## config.mk

```make
export PLATFORM = sky130hd
export DESIGN_NAME = jtag_idcode_reader
export DESIGN_NICKNAME = d
export VERILOG_FILES = /design/src/rtl/jtag_rd_pkg.sv /design/src/rtl/jtag_tck_gen.sv /design/src/rtl/jtag_rd_fsm.sv /design/src/rtl/jtag_id_capture.sv /design/src/rtl/jtag_idcode_reader.sv
export SDC_FILE = /design/constraint.sdc
export NUM_CORES = 1
export LEC_CHECK = 0
export BUFFER_PORTS_ARGS = -buffer_cell sky130_fd_sc_hd__buf_2
export CORE_ASPECT_RATIO = 0.9
export CORE_UTILIZATION = 30
export DETAILED_ROUTE_END_ITERATION = 6
export HOLD_SLACK_MARGIN = 0.1
export SYNTH_ARGS = -nofsm -noshare
export SYNTH_HDL_FRONTEND = slang
export SYNTH_HIERARCHICAL = 1
export SYNTH_SLANG_ARGS = --single-unit
```

## constraint.sdc

```tcl
create_clock -name clk -period 3.1 [get_ports clk]
set_input_delay 0.155 -clock clk [delete_from_list [all_inputs] [get_ports clk]]
set_output_delay 0.155 -clock clk [all_outputs]
set_load 0.01 [all_outputs]
```

## src/rtl/jtag_rd_pkg.sv

```systemverilog
package jtag_rd_pkg;
    typedef enum logic [3:0] {
        ST_IDLE,
        ST_TAP_RESET,
        ST_ENTER_RTI,
        ST_SEL_DR_A,
        ST_SEL_IR,
        ST_CAP_IR,
        ST_ENTER_SIR,
        ST_SHIFT_IR,
        ST_UPD_IR,
        ST_SEL_DR_B,
        ST_CAP_DR,
        ST_ENTER_SDR,
        ST_SHIFT_DR,
        ST_UPD_DR,
        ST_BACK_RTI,
        ST_FINISH
    } rd_state_e;
endpackage

```

## src/rtl/jtag_tck_gen.sv

```systemverilog
module jtag_tck_gen #(
    parameter int TCK_HALF = 4
) (
    input  logic clk,
    input  logic rst_n,
    input  logic run,
    output logic tck,
    output logic rise_stb,
    output logic fall_stb
);
    localparam int HW = $clog2(TCK_HALF) + 1;
    localparam logic [HW-1:0] HALF_LAST = HW'(TCK_HALF - 1);

    logic [HW-1:0] phase_cnt;
    logic          phase_end;

    assign phase_end = run && (phase_cnt == HALF_LAST);
    assign rise_stb  = phase_end && !tck;
    assign fall_stb  = phase_end && tck;

    always_ff @(posedge clk or negedge rst_n) begin
        if (!rst_n) begin
            phase_cnt <= '0;
            tck       <= 1'b0;
        end else if (!run) begin
            phase_cnt <= '0;
            tck       <= 1'b0;
        end else if (phase_end) begin
            phase_cnt <= '0;
            tck       <= !tck;
        end else begin
            phase_cnt <= phase_cnt + 1'b1;
        end
    end
endmodule

```

## src/rtl/jtag_rd_fsm.sv

```systemverilog
module jtag_rd_fsm
    import jtag_rd_pkg::*;
#(
    parameter int              RESET_CYC = 5,
    parameter int              IR_W      = 8,
    parameter logic [IR_W-1:0] IR_CODE   = 8'h11,
    parameter int              ID_W      = 32
) (
    input  logic      clk,
    input  logic      rst_n,
    input  logic      start,
    input  logic      fall_stb,
    output rd_state_e state,
    output logic      tms,
    output logic      tdi,
    output logic      run,
    output logic      sample_en,
    output logic      finish_stb,
    output logic      done
);
    localparam int MAX_LEN = (ID_W > IR_W) ? ((ID_W > RESET_CYC) ? ID_W : RESET_CYC)
                                           : ((IR_W > RESET_CYC) ? IR_W : RESET_CYC);
    localparam int SW = $clog2(MAX_LEN) + 1;
    localparam logic [SW-1:0] RST_LAST = SW'(RESET_CYC - 1);
    localparam logic [SW-1:0] IR_LAST  = SW'(IR_W - 1);
    localparam logic [SW-1:0] ID_LAST  = SW'(ID_W - 1);

    rd_state_e     state_nx;
    logic [SW-1:0] step_cnt;
    logic [SW-1:0] step_last;
    logic          step_end;
    logic [IR_W-1:0] ir_bits;

    always_comb begin
        unique case (state)
            ST_TAP_RESET: step_last = RST_LAST;
            ST_SHIFT_IR:  step_last = IR_LAST;
            ST_SHIFT_DR:  step_last = ID_LAST;
            default:      step_last = '0;
        endcase
    end

    assign step_end = fall_stb && (step_cnt == step_last);

    always_comb begin
        state_nx = state;
        unique case (state)
            ST_IDLE:      if (start)    state_nx = ST_TAP_RESET;
            ST_TAP_RESET: if (step_end) state_nx = ST_ENTER_RTI;
            ST_ENTER_RTI: if (step_end) state_nx = ST_SEL_DR_A;
            ST_SEL_DR_A:  if (step_end) state_nx = ST_SEL_IR;
            ST_SEL_IR:    if (step_end) state_nx = ST_CAP_IR;
            ST_CAP_IR:    if (step_end) state_nx = ST_ENTER_SIR;
            ST_ENTER_SIR: if (step_end) state_nx = ST_SHIFT_IR;
            ST_SHIFT_IR:  if (step_end) state_nx = ST_UPD_IR;
            ST_UPD_IR:    if (step_end) state_nx = ST_SEL_DR_B;
            ST_SEL_DR_B:  if (step_end) state_nx = ST_CAP_DR;
            ST_CAP_DR:    if (step_end) state_nx = ST_ENTER_SDR;
            ST_ENTER_SDR: if (step_end) state_nx = ST_SHIFT_DR;
            ST_SHIFT_DR:  if (step_end) state_nx = ST_UPD_DR;
            ST_UPD_DR:    if (step_end) state_nx = ST_BACK_RTI;
            ST_BACK_RTI:  if (step_end) state_nx = ST_FINISH;
            ST_FINISH:                  state_nx = ST_IDLE;
            default:                    state_nx = ST_IDLE;
        endcase
    end

    always_ff @(posedge clk or negedge rst_n) begin
        if (!rst_n) begin
            state    <= ST_IDLE;
            step_cnt <= '0;
        end else begin
            state <= state_nx;
            if (state_nx != state) begin
                step_cnt <= '0;
            end else if (fall_stb) begin
                step_cnt <= step_cnt + 1'b1;
            end
        end
    end

    assign ir_bits = IR_CODE >> step_cnt;

    always_comb begin
        tms        = 1'b1;
        tdi        = 1'b0;
        run        = 1'b1;
        sample_en  = 1'b0;
        finish_stb = 1'b0;
        done       = 1'b0;
        unique case (state)
            ST_IDLE:      run = 1'b0;
            ST_TAP_RESET: tms = 1'b1;
            ST_ENTER_RTI: tms = 1'b0;
            ST_SEL_DR_A:  tms = 1'b1;
            ST_SEL_IR:    tms = 1'b1;
            ST_CAP_IR:    tms = 1'b0;
            ST_ENTER_SIR: tms = 1'b0;
            ST_SHIFT_IR: begin
                tms = (step_cnt == IR_LAST);
                tdi = ir_bits[0];
            end
            ST_UPD_IR:    tms = 1'b1;
            ST_SEL_DR_B:  tms = 1'b1;
            ST_CAP_DR:    tms = 1'b0;
            ST_ENTER_SDR: tms = 1'b0;
            ST_SHIFT_DR: begin
                tms       = (step_cnt == ID_LAST);
                sample_en = 1'b1;
            end
            ST_UPD_DR:    tms = 1'b1;
            ST_BACK_RTI: begin
                tms        = 1'b0;
                finish_stb = step_end;
            end
            ST_FINISH: begin
                run  = 1'b0;
                done = 1'b1;
            end
            default:      run = 1'b0;
        endcase
    end
endmodule

```

## src/rtl/jtag_id_capture.sv

```systemverilog
module jtag_id_capture #(
    parameter int               ID_W   = 32,
    parameter int               MFR_W  = 12,
    parameter logic [MFR_W-1:0] MFR_ID = 12'h81B
) (
    input  logic            clk,
    input  logic            rst_n,
    input  logic            sample_stb,
    input  logic            tdo,
    input  logic            finish_stb,
    output logic [ID_W-1:0] id_word,
    output logic            vendor_match
);
    logic [ID_W-1:0] shreg;

    always_ff @(posedge clk or negedge rst_n) begin
        if (!rst_n) begin
            shreg        <= '0;
            id_word      <= '0;
            vendor_match <= 1'b0;
        end else begin
            if (sample_stb) begin
                shreg <= {tdo, shreg[ID_W-1:1]};
            end
            if (finish_stb) begin
                id_word      <= shreg;
                vendor_match <= (shreg[MFR_W-1:0] == MFR_ID);
            end
        end
    end
endmodule

```

## src/rtl/jtag_idcode_reader.sv

```systemverilog
module jtag_idcode_reader
    import jtag_rd_pkg::*;
#(
    parameter int               TCK_HALF  = 4,
    parameter int               RESET_CYC = 5,
    parameter int               IR_W      = 8,
    parameter logic [IR_W-1:0]  IR_CODE   = 8'h11,
    parameter int               ID_W      = 32,
    parameter int               MFR_W     = 12,
    parameter logic [MFR_W-1:0] MFR_ID    = 12'h81B
) (
    input  logic            clk,
    input  logic            rst_n,
    input  logic            start,
    input  logic            tdo,
    output logic            tck,
    output logic            tms,
    output logic            tdi,
    output logic            done,
    output logic [ID_W-1:0] id_word,
    output logic            vendor_match
);
    rd_state_e seq_state;
    logic      run;
    logic      rise_stb;
    logic      fall_stb;
    logic      sample_en;
    logic      finish_stb;

    jtag_tck_gen #(.TCK_HALF(TCK_HALF)) u_tck (
        .clk      (clk),
        .rst_n    (rst_n),
        .run      (run),
        .tck      (tck),
        .rise_stb (rise_stb),
        .fall_stb (fall_stb)
    );

    jtag_rd_fsm #(
        .RESET_CYC (RESET_CYC),
        .IR_W      (IR_W),
        .IR_CODE   (IR_CODE),
        .ID_W      (ID_W)
    ) u_fsm (
        .clk        (clk),
        .rst_n      (rst_n),
        .start      (start),
        .fall_stb   (fall_stb),
        .state      (seq_state),
        .tms        (tms),
        .tdi        (tdi),
        .run        (run),
        .sample_en  (sample_en),
        .finish_stb (finish_stb),
        .done       (done)
    );

    jtag_id_capture #(
        .ID_W   (ID_W),
        .MFR_W  (MFR_W),
        .MFR_ID (MFR_ID)
    ) u_cap (
        .clk          (clk),
        .rst_n        (rst_n),
        .sample_stb   (sample_en && rise_stb),
        .tdo          (tdo),
        .finish_stb   (finish_stb),
        .id_word      (id_word),
        .vendor_match (vendor_match)
    );
endmodule

```

==> results of run 1 <==
==> state kept, by name, indices dropped and copies added, names as in the netlist <==
| name | cells |
|---|---|
| u_fsm/step_cnt | 6 |
| u_tck/phase_cnt | 3 |
| u_cap/vendor_match | 1 |
| u_cap/shreg | 32 |
| u_cap/id_word | 32 |
| u_fsm/state | 4 |
| u_tck/tck | 1 |
==> stage by stage <==
step	area, um2	util [%]	hold WS [ps]
finish	4130	37.4	114
floorplan	3450	-	-141
CTS	4120	37.3	102
global placement	3820	34.7	373
global route	4130	37.4	110
detailed placement	3820	34.7	386
==> power groups by stage <==
| stage | clock network (uW) | registers (uW) | logic (uW) |
|---|---|---|---|
| after floorplan | 0 | 1170 | 246 |
| after global placement | 0 | 1190 | 321 |
| after detailed placement | 0 | 1190 | 327 |
| after CTS | 1010 | 1170 | 332 |
| after global routing | 1050 | 1190 | 372 |
| final | 977 | 1180 | 332 |
==> what timing repair did <==
action | 4_1_cts | 5_1_grt
endpoints found under the hold margin | 79 | 0
gates resized for setup | 0 | 2
setup endpoints to repair | 0 | 33
hold buffers | 1 | 0
==> area by class of cell <==
cell class / instances / share of cell area, %
Multi-Input combinational cell: 157 / 33.5
Tap cell: 152 / 4.61
Clock inverter: 7 / 1.39
Sequential cell: 79 / 47.9
Timing Repair Buffer: 48 / 6.73
Clock buffer: 9 / 5.46
Inverter: 4 / 0.364
==> per-layer routing <==
layer	routed length (um)	up-vias	GRT usage, %
li1	-	1025	-
met1	3270	1081	16.7
met2	2920	63	16.7
met3	336	6	4.39
met4	30	0	3.15
met5	0	-	0
==> layout by cell type (no fill, tap or decap), types with 2 or more instances in the layout <==
cell type	count
nand4_1	2
dfrtp_1	78
or2_2	2
nand2_1	10
nor4b_1	2
mux2i_1	2
mux2_1	2
nor3_1	3
nor2_1	9
clkbuf_16	9
a31oi_1	3
mux2_2	62
a21oi_1	10
and3b_1	2
xnor2_1	3
buf_4	7
xor2_1	2
nand2b_1	2
clkinv_4	2
buf_2	39
nand4b_1	2
o21ai_1	2
ha_1	2
and2_1	3
clkinvlp_4	2
o21ai_0	4
nand3_1	3
inv_1	4
==> final timing paths <==
kind	from	endpoint	slack (ps)	depth (start not counted)
setup / recovery	u_fsm/state[2]	u_cap/id_word[23]	280	10
hold / removal	tdo	u_cap/shreg[31]	110	2
setup reg to reg	u_fsm/state[2]	u_cap/id_word[23]	280	10
hold reg to reg	u_tck/phase_cnt[0]	u_tck/phase_cnt[0]	440	1
max in group asynchronous	rst_n	u_fsm/state[1]	1890	2
min in group asynchronous	rst_n	u_cap/id_word[8]	530	2
==> cell families (layout without fill, tap and decap cells) <==
family / Yosys count / in the layout / share of synthesized area [%]
flops: 79 / 79 / 57.2
simple gates: 50 / 50 / 8.77
xor+xnor: 5 / 5 / 1.27
fa+ha+maj: 2 / 2 / 0.725
mux: 66 / 66 / 21.4
buf+inv: 19 / 68 / 3.12
compound gates: 34 / 34 / 7.43
==> metrics.csv, run 1 <==
stage,metric,value,unit
die,ios,41,
worst_setup_path,arrival,3030,ps
routing,vias,2175,
cts,insertion_delay,330,ps
pwr,switching_power,693,uW
cts,postCtsSetupBuffers,0,
yosys,syn-cell-area,0.00345,mm2
yosys,syn-num-nets,261,
grt,grt_pass1_vias,2085,
yosys,netlist.area_leader.share,57.2,%
grt,grt_pass1_wl,10900,um
routing,postRouteAntennaNets,0,
routing,postRouteWirelength,6560,um
timing,rsz0062_at_grt,false,
die,die-area,0.0119,mm2
routing,drc,0,
timing,finalCriticalPeriod,2820,ps
grt,grt_max_degree,80,
worst_setup_path,crit_type,reg -> reg,
worst_setup_path,path_cells,nand2_1 > nor2_1 > a31oi_1 > and3_1 > o21ai_0 > a311oi_4 > nand2_1 > nor4_4 > buf_12 > mux2_2,
layout,n_fill_cell,1065,
grt,grt_overflow,0,
pwr,switching_share,27.9,%
cts,cts_tree,built,
die,start_util,31.3,%
die,die_w,115,um
timing,finalCritPeriodShare,91.0,%
place,gp_congestion,0.809,
layout,multi_input_area,0.00138,mm2
place,dp_slack,272,ps
routing,wl_per_cell,14.4,um
routing,dr.first_iter.drc_count,81,
worst_setup_path,max_stage_delay,510,ps
cts,path_clk_slew,60,ps
timing,tns,0,ps
yosys,yosysMostFrequentCell,dfrtp_1,
timing,layout_setup_ws,279,ps
worst_setup_path,crit_family,simple AND/OR/NAND/NOR gates,
die,num_rows,36,
cts,clock_tree.root_cell,clkbuf_16,
timing,drv_slew,0,
worst_setup_path,crit_top_cell,nand2_1,
worst_setup_path,timing.critical_path.buf_inv,1,
layout,drive_gt1_share,45.1,%
yosys,ys_types,53,
pwr,p_leak,0.00202,uW
yosys,netlist_top_cells_count,"dfrtp_1, mux2_2, a21oi_1, nand2_1, nor2_1",
pwr,seqPwrFrac,47.3,%
place,dpl.cell_count,439,
layout,num_antenna_cells,0,
layout,area_growth_syn_to_layout,19.5,%
worst_setup_path,end_kind,flip-flop,
pwr,combPwrFrac,13.4,%
yosys,synthCells,255,
timing,hold_viol_final,0,
layout,final_nets,305,
cts,htree_levels,3,
worst_setup_path,critPathLaunchType,flip-flop,
yosys,synth_seq_cells,79,
worst_setup_path,worstPathRequired,3310,ps
place,dp_hpwl,4210,um
cts,cts_buffers,9,
hold_path,min_path_type,in -> reg,
outcome,status,finished clean,
cts,clock-sinks,79,
timing,worst_pin_slew,1000,ps
layout,fin_cells,456,
worst_setup_path,cpMaxStageDelayCell,dfrtp_1,
timing,relSlewSlack,33.3,%
timing,worst_clock_skew,8.98,ps
pwr,fin_total_pwr,2480,uW
place,numPortBuffers,40,
timing,setup_viol,0,
job,cap_violations,0,
pwr,internal_power,1790,uW
worst_setup_path,cp_max_fo,34,
yosys,synthTopCellsByArea,"dfrtp_1, mux2_2, a21oi_1, buf_4, nand2_1",
yosys,synth-main-ff-cell,dfrtp_1,
pwr,ir_drop,0.313,mV
yosys,avgSynthCellArea,13.5,um2
routing,first_pass_iters,4,
pwr,clock_power_share,39.3,%
yosys,ys_warn_count,6,
pwr,power_density,602,mW/mm2
yosys,synth_edf_count,0,
layout,seqCellArea,0.00198,mm2
cts,clk_path_buf_depth,2,
yosys,yosys.area.top_type,dfrtp_1,
routing,vias_per_cell,4.77,
grt,antenna_found_initial,0,
yosys,synthArstFlopShare,100,%
die,core_area,0.0110,mm2
timing,max_clock_freq,355,MHz
yosys,yosysSeqAreaShare,57.2,%
die,fp.dieH,104,um
grt,grt_use_total,11.8,%
(Power assumes the default switching activity.)
==> run 2: changes to the inputs <==
--- a/config.mk
+++ b/config.mk
@@ -5,9 +5,12 @@
 export SDC_FILE = /design/constraint.sdc
 export NUM_CORES = 1
 export LEC_CHECK = 0
+export ABC_AREA = 1
 export BUFFER_PORTS_ARGS = -buffer_cell sky130_fd_sc_hd__buf_2
+export CAP_MARGIN = 20
 export CORE_ASPECT_RATIO = 0.9
 export CORE_UTILIZATION = 30
+export CTS_CLUSTER_DIAMETER = 50
 export DETAILED_ROUTE_END_ITERATION = 6
 export HOLD_SLACK_MARGIN = 0.1
 export SYNTH_ARGS = -nofsm -noshare
==> metrics.csv, run 2 <==
stage,metric,value,unit
outcome,status,finished clean,
hold_path,min_to,u_fsm/state[0],
yosys,synth_fa_ha_area_share,0.711,%
layout,num_antenna_cells,0,
cts,clock_tree.root_cell,clkbuf_16,
timing,finalCriticalPeriod,2710,ps
timing,rsz0062_at_grt,false,
worst_setup_path,end_kind,flip-flop,
timing,worst_pin_slew,729,ps
hold_path,worstHoldStart,start,
cts,path_clk_slew,60,ps
layout,layout_commonest_cell,nand2_1,
job,cap_violations,0,
worst_setup_path,path_cells,nand2_2 > nor2_1 > inv_1 > nand2_1 > inv_1 > nand3_1 > nor2_1 > buf_4 > nand3_2 > nor2_4 > nand3_2 > nor4_1 > buf_4 > inv_4 > o21ai_0,
place,numPortBuffers,40,
routing,drc,0,
layout,seqCellArea,0.00198,mm2
worst_setup_path,max_stage_delay,550,ps
yosys,synth_seq_cells,79,
yosys,synth_top_family_by_area,simple AND/OR/NAND/NOR gates,
routing,wl_per_cell,11.3,um
layout,n_fill_cell,1156,
yosys,yosysSeqAreaShare,56.2,%
routing,dr.first_iter.drc_count,130,
cts,clk_path_buf_depth,2,
layout,drive_gt1_share,27.8,%
routing,vias_per_cell,4.30,
die,start_util,30.8,%
timing,max_clock_freq,368,MHz
cts,insertion_delay,330,ps
layout,multi_input_area,0.00123,mm2
yosys,synth_xor_area_share,1.24,%
die,die-area,0.0122,mm2
timing,tns,0,ps
timing,layout_setup_ws,385,ps
timing,relSlewSlack,51.4,%
yosys,synthCells,369,
grt,grt_overflow,0,
worst_setup_path,arrival,2890,ps
hold_path,holdPathStages,3,
worst_setup_path,cp_max_fo,63,
routing,vias,2470,
yosys,netlist_top_cells_count,"nand2_1, dfrtp_1, inv_1",
grt,grt_use_total,11.8,%
cts,cts_buffers,9,
worst_setup_path,r2r_cells,15,
layout,reg.largest.list,"u_cap/id_word: 32 flops, u_cap/shreg: 32 flops, u_fsm/step_cnt: 6 flops",
worst_setup_path,cpMaxStageDelayCell,dfrtp_1,
layout,final_nets,419,
worst_setup_path,r2r_slack,390,ps
cts,cts_tree,built,
yosys,netlist.area_leader.share,56.2,%
yosys,yosysMostFrequentCell,nand2_1,
worst_setup_path,worstPathRequired,3280,ps
pwr,ir_drop,0.238,mV
yosys,ys_warn_count,6,
grt,grt_pass1_wl,11100,um
die,ios,41,
yosys,synthTopCellsByArea,"dfrtp_1, nand2_1, o21ai_2, inv_1, o21ai_1",
layout,final_cell_mix,"nand2_1, dfrtp_1, inv_1",
grt,grt_max_degree,80,
cts,clock-sinks,79,
yosys,syn-cell-area,0.00352,mm2
place,dp_hpwl,4420,um
place,gp_congestion,0.834,
cts,htree_levels,3,
timing,drv_slew,0,
yosys,syn-num-nets,375,
timing,setup_viol,0,
yosys,synth_compound_area_share,13.3,%
timing,worst_clock_skew,7.51,ps
yosys,ys_types,33,
cts,cts_resized,0,
grt,antenna_found_initial,0,
yosys,synthArstFlopShare,100,%
die,core_area,0.0114,mm2
worst_setup_path,r2r_end,u_cap/id_word[31],
timing,hold_viol_final,0,
timing,finalCritPeriodShare,87.6,%
yosys,synth_edf_count,0,
hold_path,min_path_type,in -> reg,
routing,postRouteAntennaNets,0,
grt,grt_pass1_vias,2415,
die,fp.dieH,105,um
layout,area_growth_syn_to_layout,19.2,%
yosys,synthSimpleGateAreaFrac,19.4,%
worst_setup_path,crit_type,reg -> reg,
yosys,synth-main-ff-cell,dfrtp_1,
die,die_w,116,um
yosys,muxShareOfSynthArea,0.284,%
die,num_rows,37,
yosys,yosys.area.top_type,dfrtp_1,
pwr,power_density,521,mW/mm2
worst_setup_path,r2r-start,u_fsm/state[0],
worst_setup_path,critPathLaunchType,flip-flop,
pwr,p_leak,0.00206,uW
routing,first_pass_iters,4,
place,dp_slack,413,ps
routing,postRouteWirelength,6480,um
yosys,avgSynthCellArea,9.54,um2
[run 2: cell types whose count changed in the layout (fill, tap and decap cells not counted), moves of 10 or more]
cell,change
o21ai_1,+26
mux2_2,-62
inv_1,+42
nand2_1,+83
o21ai_2,+27
nand3_1,+10
[run 2: cells by family (layout without fill, tap and decap cells)]
family          after synthesis  in the layout
flops                        79             79
buf+inv                      64            113
xor+xnor                      5              5
fa+ha+maj                     2              2
simple gates                148            148
mux                           1              1
compound gates               70             70
[run 2: area by class of cell]
type	count	area share (%)
Sequential cell	79	47.1
Inverter	50	4.56
Clock buffer	10	5.46
Multi-Input combinational cell	226	29.3
Timing Repair Buffer	47	6.68
Clock inverter	6	2.24
Tap cell	156	4.65
[run 2: per-layer routing]
metal	wire [um]	vias up	GRT usage (%)
li1	-	1269	-
met1	3010	1153	15.1
met2	3060	37	18.0
met3	311	11	4.06
met4	96	0	4.85
met5	0	-	0
[run 2: how the worst max path moves through the flow]
stage	slack [ps]	endpoint	from	depth (start not counted)
5_1_grt	90	u_cap/id_word[31]	u_fsm/state[0]	15
2_1_floorplan	440	u_cap/id_word[13]	u_fsm/state[0]	16
4_1_cts	400	u_cap/id_word[31]	u_fsm/state[0]	15
3_3_place_gp	480	u_cap/id_word[31]	u_fsm/state[0]	15
6_report	390	u_cap/id_word[31]	u_fsm/state[0]	15
3_5_place_dp	410	u_cap/id_word[3]	u_fsm/state[0]	15
[run 2: per-stage QoR]
step | instance area, um2 | total power [uW] | util (%) | instances | hold slack [ps]
after global routing | 4200 | 2270 | 36.7 | 574 | 134
final | 4200 | 2190 | 36.7 | 574 | 143
after detailed placement | 3820 | 1070 | 33.5 | 555 | 384
after floorplan | 3520 | 1050 | - | 369 | -141
after global placement | 3820 | 1070 | 33.5 | 555 | 382
after CTS | 4170 | 2210 | 36.4 | 573 | 138
[run 2: repair_timing]
item | 4_1_cts | 5_1_grt
setup endpoints to repair | 0 | 0
hold endpoints to repair | 80 | 0
setup buffers | 0 | 0
hold buffers | 2 | 0
[run 2: power breakdown]
part | internal, uW | total, uW | switching, uW | leakage, uW
clock | 711 | 1130 | 417 | 0.000153
combinational | 6.97 | 27.4 | 20.4 | 0.000823
sequential | 1030 | 1030 | 0 | 0.00108
total | 1750 | 2190 | 438 | 0.00206
[run 2: worst max-delay path, delay by kind of cell (launching register included)]
kind	cells	cell delay [ps]
flops	1	550
buf+inv	5	940
compound gates	1	190
simple gates	9	820
